--- src/rtl/ldimm_pkg.sv ---
package ldimm_pkg;
    localparam int XLEN         = 64;
    localparam int INSN_W       = 32;
    localparam int IDX_W        = 5;
    localparam int IMM9_W       = 9;
    localparam int IMM12_W      = 12;
    localparam int BYTES_W      = 4;
    localparam int SP_ALIGN_LSB = 4;
    localparam int WORD_W       = 32;
    localparam logic [IDX_W-1:0] SP_IDX = '1;

    typedef enum logic [1:0] {
        AM_POST = 2'd0,
        AM_PRE  = 2'd1,
        AM_UOFF = 2'd2,
        AM_NONE = 2'd3
    } amode_e;

    typedef enum logic [2:0] {
        ST_IDLE = 3'd0,
        ST_EXEC = 3'd1,
        ST_REQ  = 3'd2,
        ST_RSP  = 3'd3,
        ST_DONE = 3'd4
    } state_e;

    typedef struct packed {
        logic              legal;
        amode_e            mode;
        logic              dword;
        logic              wback;
        logic [IDX_W-1:0]  rn;
        logic [IDX_W-1:0]  rt;
        logic [XLEN-1:0]   offset;
    } dec_t;

    function automatic logic [XLEN-1:0] sext_imm9(input logic [IMM9_W-1:0] v);
        return {{(XLEN-IMM9_W){v[IMM9_W-1]}}, v};
    endfunction

    function automatic logic [XLEN-1:0] scale_imm12(input logic [IMM12_W-1:0] v,
                                                    input logic dword);
        logic [XLEN-1:0] z;
        z = {{(XLEN-IMM12_W){1'b0}}, v};
        return dword ? (z << 3) : (z << 2);
    endfunction

    function automatic logic [BYTES_W-1:0] access_bytes(input logic dword);
        return dword ? BYTES_W'(8) : BYTES_W'(4);
    endfunction

    function automatic logic [XLEN-1:0] fit_load(input logic [XLEN-1:0] raw,
                                                 input logic dword);
        return dword ? raw : {{(XLEN-WORD_W){1'b0}}, raw[WORD_W-1:0]};
    endfunction
endpackage

--- src/rtl/ldimm_decode.sv ---
module ldimm_decode import ldimm_pkg::*; (
    input  logic [INSN_W-1:0] insn,
    output dec_t              dec
);
    amode_e mode;
    logic   common_ok;
    logic   wants_wb;
    logic   overlap;

    always_comb begin
        common_ok = insn[31] && (insn[29:27] == 3'b111) && !insn[26]
                    && (insn[23:22] == 2'b01);
        mode = AM_NONE;
        if (common_ok) begin
            if (insn[25:24] == 2'b01) begin
                mode = AM_UOFF;
            end else if (insn[25:24] == 2'b00 && !insn[21]) begin
                if (insn[11:10] == 2'b01)      mode = AM_POST;
                else if (insn[11:10] == 2'b11) mode = AM_PRE;
            end
        end

        wants_wb = (mode == AM_POST) || (mode == AM_PRE);
        overlap  = wants_wb && (insn[9:5] == insn[4:0]) && (insn[9:5] != SP_IDX);

        dec.legal  = (mode != AM_NONE);
        dec.mode   = mode;
        dec.dword  = insn[30];
        dec.wback  = wants_wb && !overlap;
        dec.rn     = insn[9:5];
        dec.rt     = insn[4:0];
        dec.offset = (mode == AM_UOFF) ? scale_imm12(insn[21:10], insn[30])
                                       : sext_imm9(insn[20:12]);
    end
endmodule

--- src/rtl/ldimm_agen.sv ---
module ldimm_agen import ldimm_pkg::*; (
    input  amode_e            mode,
    input  logic [XLEN-1:0]   offset,
    input  logic [XLEN-1:0]   base,
    output logic [XLEN-1:0]   acc_addr,
    output logic [XLEN-1:0]   wb_addr
);
    logic [XLEN-1:0] sum;

    assign sum      = base + offset;
    assign acc_addr = (mode == AM_POST) ? base : sum;
    assign wb_addr  = sum;
endmodule

--- src/rtl/ldimm_ctrl.sv ---
module ldimm_ctrl import ldimm_pkg::*; (
    input  logic clk,
    input  logic rst,
    input  logic insn_valid,
    input  logic legal,
    input  logic misalign,
    input  logic req_ready,
    input  logic rsp_valid,
    output logic insn_ready,
    output logic accept,
    output logic exec_ok,
    output logic req_valid,
    output logic rsp_take,
    output logic undef,
    output logic fault,
    output logic done
);
    state_e st, st_nx;

    always_comb begin
        st_nx = st;
        case (st)
            ST_IDLE: if (insn_valid) st_nx = ST_EXEC;
            ST_EXEC: st_nx = (legal && !misalign) ? ST_REQ : ST_IDLE;
            ST_REQ:  if (req_ready) st_nx = ST_RSP;
            ST_RSP:  if (rsp_valid) st_nx = ST_DONE;
            ST_DONE: st_nx = ST_IDLE;
            default: st_nx = ST_IDLE;
        endcase
    end

    always_ff @(posedge clk) begin
        if (rst) st <= ST_IDLE;
        else     st <= st_nx;
    end

    assign insn_ready = (st == ST_IDLE);
    assign accept     = insn_ready && insn_valid;
    assign exec_ok    = (st == ST_EXEC) && legal && !misalign;
    assign undef      = (st == ST_EXEC) && !legal;
    assign fault      = (st == ST_EXEC) && legal && misalign;
    assign req_valid  = (st == ST_REQ);
    assign rsp_take   = (st == ST_RSP) && rsp_valid;
    assign done       = (st == ST_DONE);

    // undefined flag lasts one cycle
    p_undef_pulse_r1: assert property (@(posedge clk) disable iff (rst)
        undef |=> !undef);

    // a pending request is not withdrawn
    p_req_wait_r9: assert property (@(posedge clk) disable iff (rst)
        (req_valid && !req_ready) |=> req_valid);
endmodule

--- src/rtl/ldimm_unit.sv ---
module ldimm_unit import ldimm_pkg::*; (
    input  logic                clk,
    input  logic                rst,
    input  logic                insn_valid,
    output logic                insn_ready,
    input  logic [INSN_W-1:0]   insn,
    output logic [IDX_W-1:0]    rf_rd_idx,
    input  logic [XLEN-1:0]     rf_rd_data,
    input  logic [XLEN-1:0]     sp_in,
    output logic                mem_req_valid,
    input  logic                mem_req_ready,
    output logic [XLEN-1:0]     mem_req_addr,
    output logic [BYTES_W-1:0]  mem_req_bytes,
    input  logic                mem_rsp_valid,
    input  logic [XLEN-1:0]     mem_rsp_data,
    output logic                rd_we,
    output logic [IDX_W-1:0]    rd_idx,
    output logic [XLEN-1:0]     rd_data,
    output logic                wb_we,
    output logic [IDX_W-1:0]    wb_idx,
    output logic [XLEN-1:0]     wb_data,
    output logic                sp_we,
    output logic [XLEN-1:0]     sp_data,
    output logic                undef_o,
    output logic                align_fault_o,
    output logic                done_o
);
    logic [INSN_W-1:0] insn_q;
    dec_t              dec;
    logic [XLEN-1:0]   base;
    logic [XLEN-1:0]   acc_addr, wb_addr;
    logic [XLEN-1:0]   addr_q, wbv_q, data_q;
    logic              base_is_sp, misalign;
    logic              accept, exec_ok, rsp_take;

    ldimm_decode u_dec (
        .insn (insn_q),
        .dec  (dec)
    );

    assign base_is_sp = (dec.rn == SP_IDX);
    assign rf_rd_idx  = dec.rn;
    assign base       = base_is_sp ? sp_in : rf_rd_data;
    assign misalign   = base_is_sp && (|sp_in[SP_ALIGN_LSB-1:0]);

    ldimm_agen u_agen (
        .mode     (dec.mode),
        .offset   (dec.offset),
        .base     (base),
        .acc_addr (acc_addr),
        .wb_addr  (wb_addr)
    );

    ldimm_ctrl u_ctrl (
        .clk        (clk),
        .rst        (rst),
        .insn_valid (insn_valid),
        .legal      (dec.legal),
        .misalign   (misalign),
        .req_ready  (mem_req_ready),
        .rsp_valid  (mem_rsp_valid),
        .insn_ready (insn_ready),
        .accept     (accept),
        .exec_ok    (exec_ok),
        .req_valid  (mem_req_valid),
        .rsp_take   (rsp_take),
        .undef      (undef_o),
        .fault      (align_fault_o),
        .done       (done_o)
    );

    always_ff @(posedge clk) begin
        if (rst) begin
            insn_q <= '0;
            addr_q <= '0;
            wbv_q  <= '0;
            data_q <= '0;
        end else begin
            if (accept)   insn_q <= insn;
            if (exec_ok) begin
                addr_q <= acc_addr;
                wbv_q  <= wb_addr;
            end
            if (rsp_take) data_q <= mem_rsp_data;
        end
    end

    assign mem_req_addr  = addr_q;
    assign mem_req_bytes = access_bytes(dec.dword);

    assign rd_we   = done_o;
    assign rd_idx  = dec.rt;
    assign rd_data = fit_load(data_q, dec.dword);

    assign wb_we   = done_o && dec.wback && !base_is_sp;
    assign wb_idx  = dec.rn;
    assign wb_data = wbv_q;
    assign sp_we   = done_o && dec.wback && base_is_sp;
    assign sp_data = wbv_q;

    // an illegal word produces no traffic
    p_undef_quiet_r1: assert property (@(posedge clk) disable iff (rst)
        undef_o |-> (!mem_req_valid && !rd_we && !wb_we && !sp_we));

    // unsigned-offset form never writes back
    p_uoff_no_wb_r4: assert property (@(posedge clk) disable iff (rst)
        (done_o && dec.mode == AM_UOFF) |-> (!wb_we && !sp_we));

    // request size is one of the two legal counts
    p_bytes_legal_r5: assert property (@(posedge clk) disable iff (rst)
        mem_req_valid |-> (mem_req_bytes == BYTES_W'(4) || mem_req_bytes == BYTES_W'(8)));

    // only one writeback channel is used at a time
    p_one_wb_port_r6: assert property (@(posedge clk) disable iff (rst)
        !(wb_we && sp_we));

    // a fault cycle is followed by no request
    p_fault_quiet_r7: assert property (@(posedge clk) disable iff (rst)
        align_fault_o |=> (!mem_req_valid && !rd_we));

    // register writeback never targets the destination register
    p_no_overlap_wb_r8: assert property (@(posedge clk) disable iff (rst)
        wb_we |-> (wb_idx != rd_idx));

    // stalled request keeps address and size
    p_req_hold_r9: assert property (@(posedge clk) disable iff (rst)
        (mem_req_valid && !mem_req_ready) |=> ($stable(mem_req_addr) && $stable(mem_req_bytes)));

    // writebacks only alongside the destination write and done
    p_wb_with_done_r10: assert property (@(posedge clk) disable iff (rst)
        (wb_we || sp_we) |-> (rd_we && done_o));

    // done is a single-cycle pulse
    p_done_pulse_r10: assert property (@(posedge clk) disable iff (rst)
        done_o |=> !done_o);

    // no new word is taken while a request is outstanding
    p_busy_not_ready_r11: assert property (@(posedge clk) disable iff (rst)
        mem_req_valid |-> !insn_ready);
endmodule

--- config.mk ---
export PLATFORM = sky130hd
export DESIGN_NAME = ldimm_unit
export DESIGN_NICKNAME = d
export VERILOG_FILES = /design/src/rtl/ldimm_pkg.sv /design/src/rtl/ldimm_decode.sv /design/src/rtl/ldimm_agen.sv /design/src/rtl/ldimm_ctrl.sv /design/src/rtl/ldimm_unit.sv
export SDC_FILE = /design/constraint.sdc
export NUM_CORES = 1
export LEC_CHECK = 0
export BUFFER_PORTS_ARGS = -buffer_cell sky130_fd_sc_hd__buf_2
export CAP_MARGIN = 25
export CORE_AREA = 2 2 198 200
export DETAILED_ROUTE_END_ITERATION = 6
export DIE_AREA = 0 0 200 202
export PLACE_DENSITY_LB_ADDON = 0.05
export SLEW_MARGIN = 20
export SYNTH_ARGS = -nofsm -noshare
export SYNTH_HDL_FRONTEND = slang
export SYNTH_SLANG_ARGS = --single-unit
export TNS_END_PERCENT = 5
--- constraint.sdc ---
create_clock -name clk -period 10.4 [get_ports clk]
set_input_delay 2.08 -clock clk [delete_from_list [all_inputs] [get_ports clk]]
set_output_delay 2.08 -clock clk [all_outputs]
set_load 0.005 [all_outputs]
Word level (Yosys, flattened, before mapping)
Cells that the tools add are included.

Register bits: 227. Output and inout bits: 283. Word-level logic and storage cells: 70.

Reduce and logical (&&, ||, !) cells: 30. Add/sub/neg operators: 1. Equality and inequality tests: 18. Mux-type cells: 16.

Operators by type and width (number): 64-bit two-way mux (4); 64-bit adder (1); 1-bit logical AND (18); 15-bit two-way mux (1); 2-bit two-way mux (6); 3-bit case mux with 4 select lines (1); 3-bit two-way mux (3); 2-bit by 1-bit == test with 1-bit output (second input constant) (4); 3-bit by 2-bit == test with 1-bit output (second input constant) (2); 3-bit == test (second input constant) (2); 1-bit logical NOT (6); 2-bit inequality test (second input constant) (3); 5-bit == test (1); 5-bit == test (second input constant) (1); 5-bit inequality test (second input constant) (1); 2-bit == test (second input constant) (2); 2-bit logical NOT (2); 4-bit two-way mux (1); 4-bit OR reduction (1); 3-bit by 1-bit == test with 1-bit output (second input constant) (1); 3-bit logical NOT (1); 3-bit AND reduction (1); 2-bit by 1-bit inequality test with 1-bit output (second input constant) (1); 1-bit logical OR (1).

Depth between registers and ports, before layout
Depth after elaboration: 14. Depth in mapped cells: 25. Mapped depth without buffers: 19.

By module
From an unflattened synthesis, not the netlist that was laid out.

Cell total of the unflattened synthesis: 1846. Area total of the unflattened synthesis: 15785.1 um^2.

By module, submodules not included: ldimm_unit (cells an instance 941, instances 1, area each 9763.1 um^2, seq. area each 4484.3 um^2); ldimm_agen (cells an instance 769, instances 1, area each 4902.2 um^2, seq. area each 0.0 um^2); ldimm_decode (cells an instance 113, instances 1, area each 917.1 um^2, seq. area each 0.0 um^2); ldimm_ctrl (cells an instance 23, instances 1, area each 202.7 um^2, seq. area each 60.1 um^2).

Worst setup path after synthesis
No wires, ideal clock.

Kind: flip-flop to flip-flop. From: reg insn_q[25]. To: reg addr_q[60] (netlist: mem_req_addr[60]). Slack: 4.946 ns. Library setup time: 0.122 ns. Required time: 10.278 ns. Period minus slack after synthesis: 5.454 ns. Arrival: 5.332 ns. Path buffers: 6. Cell stages (with the launch flop): 22. Cells stage by stage: dfxtp_1 -> nand4bb_4 -> o31ai_4 -> inv_2 -> clkbuf_1 -> clkbuf_1 -> buf_2 -> buf_2 -> clkbuf_1 -> ha_1 -> clkbuf_1 -> a21o_1 -> a21o_1 -> a21oi_1 -> o21a_1 -> o221ai_1 -> a221oi_1 -> a21oi_1 -> a32oi_2 -> mux2i_2 -> a2111oi_2 -> a311o_1.

Cells in the longest elaborated chain, start to end: 9. Elaborated cells on any way between the ends: 14. Classes of those cells: 1 x add/sub; 3 x eq/ne; 5 x mux; 5 x reduce/logical.

Ends and longest elaborated chain: start: declaration (line ldimm_unit.sv:28) `logic [INSN_W-1:0] insn_q;`; start signal: assignment (line ldimm_unit.sv:79) `if (accept) insn_q <= insn;`; 2-bit logical NOT (line ldimm_decode.sv:17) `end else if (insn[25:24] == 2'b00 && !insn[21]) begin`; 1-bit logical AND (line ldimm_decode.sv:17); 2-bit two-way mux (line ldimm_decode.sv:17); 2-bit two-way mux (*) (line ldimm_decode.sv:15) `if (insn[25:24] == 2'b01) begin`; 2-bit two-way mux (*) (line ldimm_decode.sv:14) `if (common_ok) begin`; 2-bit == test (line ldimm_decode.sv:32) `dec.offset = (mode == AM_UOFF) ? scale_imm12(insn[21:10], insn[30])`; 64-bit two-way mux (line ldimm_decode.sv:32); 64-bit adder (line ldimm_agen.sv:10) `assign sum = base + offset;`; 64-bit two-way mux (line ldimm_agen.sv:11) `assign acc_addr = (mode == AM_POST) ? base : sum;`; end signal: assignment (line ldimm_unit.sv:81) `addr_q <= acc_addr;`; end: declaration (line ldimm_unit.sv:32) `logic [XLEN-1:0] addr_q, wbv_q, data_q;`.

Every way passes the cells marked *; elsewhere a longest branch is shown, timed or not. A chain may end at the register's enable or synchronous reset.

Worst setup path after layout
From: reg insn_q[29]. To: reg addr_q[60] (netlist: mem_req_addr[60]).

Cells in the longest elaborated chain, start to end: 9. Elaborated cells on any way between the ends: 13. Classes of those cells: 1 x add/sub; 3 x eq/ne; 3 x mux; 6 x reduce/logical.

Ends and longest elaborated chain: 3-bit == test (*) (line ldimm_decode.sv:11) `common_ok = insn[31] && (insn[29:27] == 3'b111) && !insn[26]`; 1-bit logical AND (*) (2 in series) (line ldimm_decode.sv:11); 1-bit logical AND (*) (line ldimm_decode.sv:12) `&& (insn[23:22] == 2'b01);`; 2-bit two-way mux (*) (line ldimm_decode.sv:14); 2-bit == test (line ldimm_decode.sv:32); 64-bit two-way mux (line ldimm_decode.sv:32); 64-bit adder (line ldimm_agen.sv:10); 64-bit two-way mux (line ldimm_agen.sv:11).

Marked as above.

==> Implementation_results.wiki <==
{| class="wikitable"
! Metric !! Value
|-
| CP endpoint kind || register
|-
| Max-capacitance violation count || 0
|-
| Number of post-CTS setup repair buffers || 0
|-
| Number of buffers inserted by hold repair at cts || 0
|-
| Antenna violations before repair || 5
|-
| Total congestion overflow || 0
|-
| Number of vias per cell after detailed routing || 5.431
|-
| Site row count || 72
|-
| Htree depth || 1
|-
| Number of buffers on the longest clock path || 3
|-
| Largest net degree at the start of global routing || 121
|-
| Sequential area share after synthesis || 0.2894
|-
| Clock Pin Slew Worst Setup and Hold Paths || 0.06 ns
|-
| Layout cells sized above 1 || 0.2580
|-
| Root cell of the clock tree || clkbuf_16
|-
| Synth Area in XOR/XNOR || 0.04463
|-
| Syn Std Cell Area || 0.01570 mm2
|-
| Number of flops mapped to enable cells by yosys || 0
|-
| Area inside the core boundary || 0.03829 mm2
|-
| Total detailed-routing wirelength || 57.09 mm
|-
| Synthesis Warnings || 0
|-
| Vias after detailed routing || 16,340
|-
| Final count of hold timing violations || 0
|-
| TritonRoute pass-1 iters || 5
|-
| Clock latency of the later-clocked register in the worst-skew pair || 0.54 ns
|-
| Via count of the first global-routing pass || 15,510
|-
| Cells taking the most area after synthesis || dfxtp_1 29%, nand2_1 13%, a21oi_1 7.7%, buf_4 5.6%, ha_1 3.4%
|-
| Synth async-reset ratio || 0
|-
| Worst Hold Class || reg -> reg
|-
| Arrival time of data at the critical path endpoint || 6.12 ns
|-
| # resized after CTS || 0
|-
| Min Tclk post-route || 5.688 ns
|-
| Static leakage || 8.342 nW
|-
| Antenna Nets Post-Route || 0
|-
| Number of cells traversed by the worst hold path || 2
|-
| Result of the run || finished, final reports clean
|-
| Maximum frequency from static timing analysis || 0.1758 GHz
|-
| Largest family of logic cells by synthesized area || simple AND/OR/NAND/NOR gates
|-
| TritonCTS Buffers || 27
|-
| Synthesized-area fraction occupied by ao, oa, aoi and oai cells || 0.2250
|-
| TritonCTS sink count || 227
|-
| Top FF cell, synth || dfxtp_1
|-
| Crit start category || register
|-
| TritonCTS clock tree || built
|-
| Data required time at the worst endpoint || 10.83 ns
|-
| Number of unique standard cell types used by synthesis || 100
|-
| Cells on worst reg2reg path || 17
|-
| Horizontal extent of the die || 200 um
|-
| Area of the die || 0.04040 mm2
|-
| Worst hold-check slack || 0.4483 ns
|-
| Core Util, Final || 0.4847
|-
| Worst-margin pin slew || 1.053 ns
|-
| Cell taking the most area after synthesis || dfxtp_1
|-
| Setup repair after global routing missed its margin || no
|-
| Critical setup path kind || reg -> reg
|-
| Final worst clock skew || 0.01054 ns
|-
| Number of I/O port buffers || 509
|-
| Final slew viol count || 0
|-
| Syn Inst Count || 2,172
|-
| Synth Register Bits || 227
|-
| Final Wtd Congestion || 0.9230
|-
| Layout Cells excl Fill || 3,009
|-
| Post-detailed-route DRC marker count || 0
|-
| Total Negative Setup Slacks || 0 ns
|-
| Number of nets at the end of the flow || 2,743
|-
| Post-Synth Adder-Cell Area || 0.03618
|-
| Die Y || 202 um
|-
| Highest ir drop seen on vdd || 0.1006 mV
|-
| # setup viols final || 0
|-
| Effective utilization at floorplan || 0.4101
|-
| Multiplexer share of the synthesized area || 0.04032
|-
| Num ports || 512
|-
| Worst rel slew slack || 0.2942
|-
| Power Density || 122.3 mW/mm2
|-
| Largest fanout on the critical path || 61
|-
| Per-instance average area after synthesis || 7.229 um2
|-
| Wire length of the first global-routing pass || 87.27 mm
|-
| Average wire length per cell after detail routing || 18.97 um
|-
| HPWL after DPL || 42.94 mm
|-
| Synthesis-to-layout area growth || 18.19%
|-
| Simple-gate share of the synthesized area || 0.2615
|-
| Area share of the largest cell type after synthesis || 0.2894
|-
| Global-route total usage across every layer || 0.2740
|-
| Period utilization || 0.5469
|-
| DR iter-0 viols || 1,028
|-
| Setup WS post-layout || 4.712 ns
|-
| DP Cell Count || 2,957
|-
| Minimum setup slack after placement || 4.586 ns
|}
[layout by cell type, fill, tap and decap left out, drive strengths merged, types with 5 or more instances in the layout]
cell type	synthesis	final
a41oi	8	8
or3	11	11
nor4	16	16
nand4	20	20
nand3	65	65
o221ai	5	5
o211ai	12	12
o22ai	6	6
and3	20	20
nor2	125	125
mux2i	53	53
xnor2	57	57
a21oi	248	248
a21o	23	23
inv	39	39
a211oi	31	31
a31oi	26	26
nor2b	17	17
clkinv	0	5
buf	144	527
and2	41	41
ha	43	43
nor3	47	47
nand2	529	529
clkbuf	116	38
o31ai	11	11
o21bai	6	6
nand2b	10	10
xor2	23	23
o21ai	76	76
dfxtp	227	227
o21a	12	12
a21boi	10	10
a311oi	20	20
or2	8	8
[report_power, final]
| group | leakage (nW) | switching [mW] | internal, mW |
|---|---|---|---|
| Sequential | 1.83 | 0.0110 | 0.878 |
| Clock | 0.439 | 0.383 | 0.595 |
| Combinational | 6.07 | 0.252 | 0.151 |
[logic make-up after synthesis]
logic type,count (synthesis)
compound gates,540
simple gates,924
other cells,1
buf+inv,299
fa+ha+maj,45
mux,56
flops,227
xor+xnor,80
[state kept, by name (all words and copies together), names as in the netlist]
name / count
sp_data: 64
u_ctrl.st: 3
data_q: 64
insn_q: 32
mem_req_addr: 64
[final timing paths]
path                     from                to  slack, ns
max reg2reg        insn_q[29]  mem_req_addr[60]       4.71
min          mem_req_addr[28]  mem_req_addr[28]       0.45
max                insn_q[29]  mem_req_addr[60]       4.71
min reg2reg  mem_req_addr[28]  mem_req_addr[28]       0.45
[cells in the mapped netlist, drive strengths merged, types with 10 or more instances]
| library cell | n |
|---|---|
| nand2 | 529 |
| a21oi | 248 |
| dfxtp | 227 |
| buf | 144 |
| nor2 | 125 |
| clkbuf | 116 |
| o21ai | 76 |
| nand3 | 65 |
| xnor2 | 57 |
| mux2i | 53 |
| nor3 | 47 |
| ha | 43 |
| and2 | 41 |
| inv | 39 |
| a211oi | 31 |
| a31oi | 26 |
| a21o | 23 |
| xor2 | 23 |
| a311oi | 20 |
| and3 | 20 |
| nand4 | 20 |
| nor2b | 17 |
| nor4 | 16 |
| o211ai | 12 |
| o21a | 12 |
| o31ai | 11 |
| or3 | 11 |
| a21boi | 10 |
| nand2b | 10 |
[worst max-delay path, stage by stage (launching register included)]
cell	delay, ns
dfxtp_1	0.38
nand4b_4	0.15
o31ai_4	0.23
buf_4	0.61
inv_2	0.54
buf_4	0.47
ha_1	0.49
a21o_1	0.23
a21o_1	0.18
a21oi_1	0.22
o21a_1	0.14
o221ai_1	0.11
a221oi_1	0.46
a21oi_1	0.12
a32oi_2	0.29
mux2i_2	0.37
a2111oi_2	0.12
a311o_1	0.35
[layer usage]
layer / wire, um / share of wire / global-route usage
met1: 23800 / 0.42 / 0.3367
met2: 27110 / 0.47 / 0.4689
met3: 4251 / 0.074 / 0.05990
met4: 1905 / 0.033 / 0.09630
met5: 26 / 0.00046 / 0
[per-stage QoR]
step                      area [um2]  power [mW]
after floorplan                15710       1.171
after global placement         17610       1.304
after detailed placement       17630       1.308
after CTS                      18530       2.288
after global routing           18550       2.371
final                          18560       2.270
[final cells by class]
cell class | count | area, um2
fill | 4014 | 19730
multi-input combinational | 1647 | 9589
sequential | 227 | 4544
timing repair buffer | 528 | 2726
clock buffer | 37 | 743.2
tap | 518 | 648.1
clock inverter | 10 | 152.6
inverter | 39 | 146.4
antenna | 3 | 7.507
Note: power is estimated with default switching activity, not from simulation.
